--- config.mk ---
export PLATFORM = sky130hd
export DESIGN_NAME = chan_irq_regs
export DESIGN_NICKNAME = d
export VERILOG_FILES = /design/src/rtl/chan_irq_pkg.sv /design/src/rtl/irq_code_pack.sv /design/src/rtl/wake_detect.sv /design/src/rtl/chan_irq_regs.sv
export SDC_FILE = /design/constraint.sdc
export NUM_CORES = 1
export LEC_CHECK = 0
export BUFFER_PORTS_ARGS = -buffer_cell sky130_fd_sc_hd__buf_2
export CAP_MARGIN = 20
export CORE_UTILIZATION = 45
export DETAILED_ROUTE_END_ITERATION = 10
export PLACE_DENSITY = 0.88
export SLEW_MARGIN = 15
export SYNTH_ARGS = -nofsm -noshare
export SYNTH_HDL_FRONTEND = slang
export SYNTH_SLANG_ARGS = --single-unit
--- constraint.sdc ---
create_clock -name clk -period 1.6 [get_ports clk]
set_input_delay 0.24 -clock clk [delete_from_list [all_inputs] [get_ports clk]]
set_output_delay 0.24 -clock clk [all_outputs]
set_load 0.005 [all_outputs]
--- src/rtl/chan_irq_pkg.sv ---
package chan_irq_pkg;
    localparam int NCH        = 4;
    localparam int CODE_W     = 3;
    localparam int FIELD_W    = NCH * CODE_W;
    localparam int PACK_BYTES = (FIELD_W + 7) / 8;

    localparam logic [7:0] A_SUMMARY  = 8'h80;
    localparam logic [7:0] A_SRC_BASE = 8'h81;
    localparam logic [7:0] A_RSVD     = 8'h83;
    localparam logic [7:0] A_TMR_CTL  = 8'h84;
    localparam logic [7:0] A_TMR_STS  = 8'h85;
    localparam logic [7:0] A_OVS8     = 8'h88;
    localparam logic [7:0] A_CHRST    = 8'h8A;
    localparam logic [7:0] A_SLEEP    = 8'h8B;
    localparam logic [7:0] A_REV      = 8'h8C;
    localparam logic [7:0] A_DEVID    = 8'h8D;
    localparam logic [7:0] A_BCAST    = 8'h8E;

    typedef struct packed {
        logic           tmr_en;
        logic           tmr_evt;
        logic [NCH-1:0] ovs8;
        logic [NCH-1:0] sleep;
        logic           bcast;
        logic [NCH-1:0] rst_pulse;
    } regs_t;

    typedef struct packed {
        logic all_asleep;
        logic wake;
    } wake_t;
endpackage

--- src/rtl/irq_code_pack.sv ---
module irq_code_pack
    import chan_irq_pkg::*;
(
    input  logic [FIELD_W-1:0]      codes_i,
    output logic [PACK_BYTES*8-1:0] packed_o
);
    localparam int PAD = PACK_BYTES * 8 - FIELD_W;

    for (genvar n = 0; n < NCH; n++) begin : g_chan
        assign packed_o[n*CODE_W +: CODE_W] = codes_i[n*CODE_W +: CODE_W];
    end

    if (PAD > 0) begin : g_pad
        assign packed_o[PACK_BYTES*8-1 -: PAD] = '0;
    end
endmodule

--- src/rtl/wake_detect.sv ---
module wake_detect
    import chan_irq_pkg::*;
(
    input  logic           clk,
    input  logic           rst_n,
    input  logic [NCH-1:0] asleep_i,
    input  logic           clr_i,
    output logic           wake_o
);
    wake_t w_d, w_q;

    always_comb begin
        w_d            = w_q;
        w_d.all_asleep = &asleep_i;
        if (clr_i)
            w_d.wake = 1'b0;
        if (w_q.all_asleep && !(&asleep_i))
            w_d.wake = 1'b1;
    end

    always_ff @(posedge clk or negedge rst_n) begin
        if (!rst_n) w_q <= '0;
        else        w_q <= w_d;
    end

    assign wake_o = w_q.wake;

    assert_wake_needs_all_asleep_R6: assert property (@(posedge clk) disable iff (!rst_n)
        $rose(w_q.wake) |-> ($past(&asleep_i, 2) && !$past(&asleep_i)));

    assert_wake_cleared_R6: assert property (@(posedge clk) disable iff (!rst_n)
        (w_q.wake && clr_i && !(w_q.all_asleep && !(&asleep_i))) |=> !w_q.wake);
endmodule

--- src/rtl/chan_irq_regs.sv ---
module chan_irq_regs
    import chan_irq_pkg::*;
#(
    parameter logic [7:0] DEV_ID  = 8'hA4,
    parameter logic [7:0] DEV_REV = 8'h01
) (
    input  logic                 clk,
    input  logic                 rst_n,
    input  logic [7:0]           reg_addr,
    input  logic [7:0]           reg_wdata,
    input  logic                 reg_wr,
    input  logic                 reg_rd,
    output logic [7:0]           reg_rdata,
    input  logic [NCH-1:0]       ch_pend,
    input  logic [FIELD_W-1:0]   ch_code,
    input  logic [NCH-1:0]       ch_asleep,
    input  logic                 tmr_expire,
    output logic                 irq_out,
    output logic [NCH-1:0]       ch_reset,
    output logic [NCH-1:0]       sleep_en,
    output logic [NCH-1:0]       ovs8_sel,
    output logic                 bcast_wr
);
    localparam int HI = 8 - NCH;

    regs_t st_d, st_q;
    logic [PACK_BYTES*8-1:0] src_packed;
    logic                    wake_evt;
    logic                    wake_clr;
    logic [7:0]              unused_wdata;

    assign unused_wdata = reg_wdata;

    irq_code_pack u_pack (
        .codes_i  (ch_code),
        .packed_o (src_packed)
    );

    assign wake_clr = reg_rd && (reg_addr == A_SUMMARY);

    wake_detect u_wake (
        .clk      (clk),
        .rst_n    (rst_n),
        .asleep_i (ch_asleep),
        .clr_i    (wake_clr),
        .wake_o   (wake_evt)
    );

    always_comb begin
        st_d           = st_q;
        st_d.rst_pulse = '0;
        if (reg_wr) begin
            case (reg_addr)
                A_TMR_CTL: st_d.tmr_en    = reg_wdata[0];
                A_OVS8:    st_d.ovs8      = reg_wdata[NCH-1:0];
                A_CHRST:   st_d.rst_pulse = reg_wdata[NCH-1:0];
                A_SLEEP:   st_d.sleep     = reg_wdata[NCH-1:0];
                A_BCAST:   st_d.bcast     = reg_wdata[0];
                default: ;
            endcase
        end
        if (reg_rd && reg_addr == A_TMR_STS)
            st_d.tmr_evt = 1'b0;
        if (tmr_expire && st_q.tmr_en)
            st_d.tmr_evt = 1'b1;
    end

    always_ff @(posedge clk or negedge rst_n) begin
        if (!rst_n) st_q <= '0;
        else        st_q <= st_d;
    end

    always_comb begin
        reg_rdata = '0;
        case (reg_addr)
            A_SUMMARY: reg_rdata = {{HI{1'b0}}, ch_pend};
            A_TMR_CTL: reg_rdata = {7'd0, st_q.tmr_en};
            A_TMR_STS: reg_rdata = {7'd0, st_q.tmr_evt};
            A_OVS8:    reg_rdata = {{HI{1'b0}}, st_q.ovs8};
            A_SLEEP:   reg_rdata = {{HI{1'b0}}, st_q.sleep};
            A_REV:     reg_rdata = DEV_REV;
            A_DEVID:   reg_rdata = DEV_ID;
            A_BCAST:   reg_rdata = {7'd0, st_q.bcast};
            default:   reg_rdata = '0;
        endcase
        for (int k = 0; k < PACK_BYTES; k++) begin
            if (reg_addr == A_SRC_BASE + 8'(k) && reg_addr != A_RSVD)
                reg_rdata = src_packed[k*8 +: 8];
        end
    end

    assign irq_out  = (|ch_pend) | st_q.tmr_evt | wake_evt;
    assign ch_reset = st_q.rst_pulse;
    assign sleep_en = st_q.sleep;
    assign ovs8_sel = st_q.ovs8;
    assign bcast_wr = st_q.bcast;

    assert_summary_upper_zero_R1: assert property (@(posedge clk) disable iff (!rst_n)
        (reg_addr == A_SUMMARY) |-> (reg_rdata[7:NCH] == '0));

    assert_reserved_reads_zero_R3: assert property (@(posedge clk) disable iff (!rst_n)
        (reg_addr == A_RSVD || reg_addr == A_CHRST) |-> (reg_rdata == 8'h00));

    assert_reset_pulse_origin_R4: assert property (@(posedge clk) disable iff (!rst_n)
        (ch_reset != '0) |-> $past(reg_wr && reg_addr == A_CHRST));

    assert_timer_event_masked_R7: assert property (@(posedge clk) disable iff (!rst_n)
        $rose(st_q.tmr_evt) |-> $past(tmr_expire && st_q.tmr_en));

    assert_irq_quiet_R10: assert property (@(posedge clk) disable iff (!rst_n)
        !irq_out |-> (ch_pend == '0));
endmodule

==> impl_metrics.tcl, run 1 <==
set metrics [dict create \
    status "finished, violations left" \
    violations "setup timing" \
    reg2reg_to "ovs8_sel[2]" \
    routed_wl_um 3050 \
    slew_headroom_pct 75.3 \
    dp_hpwl_um 2440 \
    peakVddDrop_uv 577 \
    slew_violations 0 \
    power_density_mw_per_mm2 552 \
    htree_levels 1 \
    area_growth_pct 32.5 \
    ios 63 \
    num_rows 18 \
    critical_path.startpoint "reg_addr[4]" \
    overflow 0 \
    root_buffer "clkbuf_4" \
    critPathSlowestCell "nor4b_4" \
    place.gp.congestion 0.836 \
    synth_area_leader_cell "dfrtp_1" \
    port_buffers 58 \
    synth_cell_types 39 \
    ys_warn_count 0 \
    drive_above_1_share_pct 55.5 \
    crit_arrival_ns 1.42 \
    worstSetupPathDepth 8 \
    drc 0 \
    synth_seq_cells 17 \
    slowest_delay_ns 0.26 \
    hp-start "tmr_expire" \
    critical_path_class "in -> out" \
    cts_max_path_buffers 2 \
    nets 224 \
    p_leak_uw 0.000836 \
    cts_tree "built" \
    critical_path.max_fanout 8 \
    numClockSinks 17 \
    instances_no_fill 212 \
    vias 1158 \
    path_cells "buf_6 -> nor4b_4 -> buf_6 -> buf_6 -> nand3_2 -> a21o_1 -> a32oi_1 -> buf_2" \
    holdPathStages 2 \
    coreArea_mm2 0.00252 \
    fin_util_pct 64.2 \
    die_x_um 54.1 \
    path_clk_slew_ns 0.09 \
    end_kind "primary output" \
    ys_seq_area_share_pct 34.8 \
    worstSkewPairLatency_ns 0.28 \
    grt_first_pass_wirelength_um 4570 \
    layout_commonest_cell "buf_2" \
    die_y_um 54.1 \
    die_area_mm2 0.00293 \
    worst-path-buf-inv 4 \
    drtIter0Drc 21 \
    finClkSkew_ns 0.0000628 \
    cpMostUsedCell "buf_6" \
    hold_class "in -> reg" \
    dr.pass1.iters 4 \
    finalWorstSetupSlack_ns -0.0607 \
    avgSynthCellArea_um2 9.94 \
    synthDominantCellAreaShare_pct 34.8 \
    start_util_pct 48.5 \
    pre_cts_ws_ns -0.149 \
    grt_use_total_pct 21.8 \
    min_to "st_q[13]" \
    grt_pass1_vias 1124 \
    syn_area_mm2 0.00122 \
    grt_max_degree 18 \
    via_per_inst 5.46 \
    ant_nets 0 \
    syn-num-nets 164 \
    worstMarginPinSlew_ns 0.371 \
    max-cap-violations 0 \
    synth_area_leaders "dfrtp_1, mux2_4, buf_4" \
    placedCellCount 204 \
    mostFrequentLayoutCells "buf_2, dfrtp_1, buf_4, nand2_1, mux2_4" \
    period_share_pct 104 \
    fin_crit_ns 1.66 \
    cp.required_ns 1.36 \
    numCtsBuffers 3 \
    setup_viol 4 \
    critPathTopFamily "buffers and inverters" \
    num_antenna_cells 0 \
    cp-start-kind "input pin" \
    r2r_start "ovs8_sel[2]" \
    antenna_found_initial 0 \
    ff2ff_path_depth 3 \
    rsz0062_at_grt "true" \
    routedWlPerCell_um 14.4 \
    hold_violations 0 \
    r2r_slack_ns 0.61 \
    holdWs_ns 0.184 \
    fmax_ghz 0.602 \
    syn_inst 123 \
]
==> metal layers <==
metal / up-vias / GRT usage, % / part of all wire [%]
met5: - / 0 / 0
met4: 0 / 7.26 / 0.59
met3: 4 / 5.08 / 4.8
met2: 45 / 39.8 / 55
met1: 561 / 24.3 / 40
li1: 548 / - / -
==> through the flow <==
stage	area [um^2]	setup TNS, ns	power (uW)
after floorplan	1220	0	571
after global placement	1500	-1.18	655
after detailed placement	1500	-1.81	663
after CTS	1590	-0.153	902
after global routing	1620	-0.403	949
final	1620	-0.163	894
==> registers in the layout, summed over array words and instances (netlist names) <==
| signal | cells |
|---|---|
| bcast_wr | 1 |
| ch_reset | 4 |
| ovs8_sel | 4 |
| sleep_en | 4 |
| st_q | 2 |
| u_wake.w_q | 1 |
| u_wake.wake_o | 1 |
==> worst max path at each step <==
stage | endpoint | slack [ns]
after floorplan | reg_rdata[2] | 0.11
after global placement | reg_rdata[3] | -0.10
after detailed placement | reg_rdata[3] | -0.15
after CTS | reg_rdata[3] | -0.06
after global routing | reg_rdata[1] | -0.14
final | reg_rdata[3] | -0.06
==> final cells by class <==
type | count | area, um^2
Fill cell | 217 | 902
Multi-Input combinational cell | 85 | 682
Timing Repair Buffer | 74 | 440
Sequential cell | 17 | 425
Tap cell | 30 | 37.5
Clock buffer | 3 | 22.5
Inverter | 2 | 7.51
Clock inverter | 1 | 5.00
==> logic make-up (layout without fill, tap and decap cells) <==
| kind of cell | after synthesis | in the layout | share of synthesized area (%) |
|---|---|---|---|
| AO/OA/AOI/OAI | 21 | 21 | 12.0 |
| flip-flops | 17 | 17 | 34.8 |
| multiplexers | 10 | 10 | 11.7 |
| AND/OR/NAND/NOR | 54 | 54 | 29.4 |
| buffers and inverters | 21 | 80 | 12.2 |
==> timing repair <==
action | 4_1_cts | 5_1_grt
buffers inserted | 2 | 1
endpoints found under the hold margin | 17 | 0
hold buffers | 1 | 0
pin swaps | 6 | 8
resized for setup | 9 | 6
setup endpoints to repair | 6 | 6
==> cell usage after synthesis (all sizes together) <==
library cell / number
and3: 4
nor2: 4
buf: 18
clkbuf: 1
and2: 9
nor2b: 4
a21o: 3
mux2: 10
dfrtp: 17
nand3b: 1
or3: 2
and4: 1
nand2: 9
o2bb2ai: 2
a31oi: 4
nor4: 1
a21oi: 3
o211ai: 1
nand3: 11
inv: 2
nor3b: 2
nand4b: 2
a22o: 1
o21ai: 3
a32oi: 3
nand2b: 1
nand4: 2
o2111ai: 1
nor4b: 1
==> where the power goes <==
group          internal [uW]  switching [uW]  leakage [uW]
combinational            106            92.3      0.000590
clock                   93.0             129     0.0000177
sequential               453            21.6      0.000229
Power figures use the tool's default switching activity.
==> inputs of run 2 (changes only) <==
- CELL_PAD_IN_SITES_DETAIL_PLACEMENT: unset -> 1
- CELL_PAD_IN_SITES_GLOBAL_PLACEMENT: unset -> 2
- CORE_UTILIZATION: 45 -> 25
- PLACE_DENSITY: 0.88 -> 0.86
==> run 2 against run 1 <==
Effect of this change:
- the flow still finishes with violations (setup timing)
- design area is 5.6% higher
- register-to-register slack better by 0.16 ns
- first-iteration DRC count is 81% higher
- flip-flop and latch count stayed put
- die area is 77% higher
- worst hold slack better by 0.045 ns
- combinational power is 3% higher
- cell count is 19% higher
==> impl_metrics.tcl, run 2 (same netlist as run 1, synthesis figures left out) <==
set metrics [dict create \
    drtIter0Drc 38 \
    num_antenna_cells 0 \
    path_clk_slew_ns 0.07 \
    worst-path-buf-inv 4 \
    die_area_mm2 0.00517 \
    grt_first_pass_wirelength_um 5670 \
    ios 63 \
    period_share_pct 104 \
    critical_path_class "in -> out" \
    r2r_start "bcast_wr" \
    root_buffer "clkbuf_8" \
    place.gp.congestion 0.781 \
    path_cells "buf_6 -> nor4b_4 -> buf_6 -> buf_6 -> nand3_2 -> a21o_1 -> a32oi_1 -> buf_2" \
    htree_levels 1 \
    end_kind "primary output" \
    grt_pass1_vias 1193 \
    worstSkewPairLatency_ns 0.25 \
    drc 0 \
    hp-start "tmr_expire" \
    nFillCells 563 \
    crit_arrival_ns 1.42 \
    holdPathStages 2 \
    port_buffers 58 \
    hold_class "in -> reg" \
    fin_tns_setup_ns -0.154 \
    worstMarginPinSlew_ns 0.383 \
    routed_wl_um 3540 \
    finClkSkew_ns 0.000375 \
    layout_commonest_cell "buf_2" \
    instances_no_fill 252 \
    reg2reg_to "bcast_wr" \
    drive_above_1_share_pct 55.7 \
    area_growth_pct 40.0 \
    fmax_ghz 0.603 \
    regArea_um2 425 \
    grt_use_total_pct 14.0 \
    start_util_pct 25.9 \
    min_to "st_q[13]" \
    cp.required_ns 1.36 \
    rsz0062_at_grt "true" \
    ff2ff_path_depth 1 \
    num_rows 25 \
    via_per_inst 4.67 \
    peakVddDrop_uv 273 \
    cpMostUsedCell "buf_6" \
    ant_nets 0 \
    fin_crit_ns 1.66 \
    pre_cts_ws_ns -0.185 \
    critical_path.max_fanout 6 \
    finalWorstSetupSlack_ns -0.0581 \
    antenna_found_initial 0 \
    hold_violations 0 \
    power_density_mw_per_mm2 583 \
    cts_max_path_buffers 2 \
    critPathSlowestCell "nor4b_4" \
    violations "setup timing" \
    r2r_slack_ns 0.77 \
    p_leak_uw 0.000861 \
    multi_input_area_um2 676 \
    mostFrequentLayoutCells "buf_2, dfrtp_1, buf_4" \
    slowest_delay_ns 0.27 \
    grt_max_degree 18 \
    die_x_um 71.9 \
    numClockSinks 17 \
    placedCellCount 245 \
    critical_path.startpoint "reg_addr[4]" \
    overflow 0 \
    status "finished, violations left" \
    die_y_um 71.9 \
    max-cap-violations 0 \
    cp-start-kind "input pin" \
    vias 1176 \
    slew_violations 0 \
    setup_viol 4 \
    nets 227 \
    routedWlPerCell_um 14.0 \
    critPathTopFamily "buffers and inverters" \
    numCtsBuffers 3 \
    cts_tree "built" \
    dp_hpwl_um 2840 \
    fin_util_pct 36.2 \
    coreArea_mm2 0.00472 \
    dr.pass1.iters 4 \
    slew_headroom_pct 74.5 \
]
==> run 2: layout make-up <==
| cell class | instances | area share (%) |
|---|---|---|
| Clock buffer | 3 | 2.41 |
| Sequential cell | 17 | 24.9 |
| Clock inverter | 1 | 0.292 |
| Multi-Input combinational cell | 85 | 39.5 |
| Timing Repair Buffer | 77 | 27.6 |
| Inverter | 2 | 0.439 |
| Tap cell | 67 | 4.90 |
==> run 2: metal layers <==
metal	up-vias	track usage [%]	part of all wire (%)
li1	560	-	-
met1	573	17.9	45
met2	41	24.9	51
met3	2	3.06	4.4
met4	0	1.53	0.17
met5	-	0	0
==> run 2: how the worst max path moves through the flow <==
stage	endpoint	cells after the start
2_1_floorplan	reg_rdata[2]	5
3_3_place_gp	reg_rdata[3]	7
3_5_place_dp	ovs8_sel[3]	7
4_1_cts	reg_rdata[2]	7
5_1_grt	reg_rdata[2]	8
6_report	reg_rdata[3]	8
==> run 2: through the flow <==
stage	cell area, um^2	hold WS [ns]	power (uW)
2_1_floorplan	1220	-0.0556	571
4_1_cts	1680	0.228	1010
3_3_place_gp	1580	0.173	669
3_5_place_dp	1580	0.188	674
5_1_grt	1710	0.231	1060
6_report	1710	0.229	998
==> run 2: power by group <==
part | leakage [uW] | switching [uW] | internal, uW | total (uW)
clock network | 0.0000255 | 147 | 173 | 319
logic | 0.000607 | 94.9 | 109 | 204
registers | 0.000229 | 21.9 | 453 | 475
total | 0.000861 | 264 | 735 | 998
==> run 2: timing repair <==
item | in CTS | in global routing
endpoints found under the hold margin | 17 | 0
resized for setup | 12 | 5
setup endpoints to repair | 6 | 7
pin swaps | 6 | 7
buffers inserted | 1 | 1
hold buffers | 1 | 0
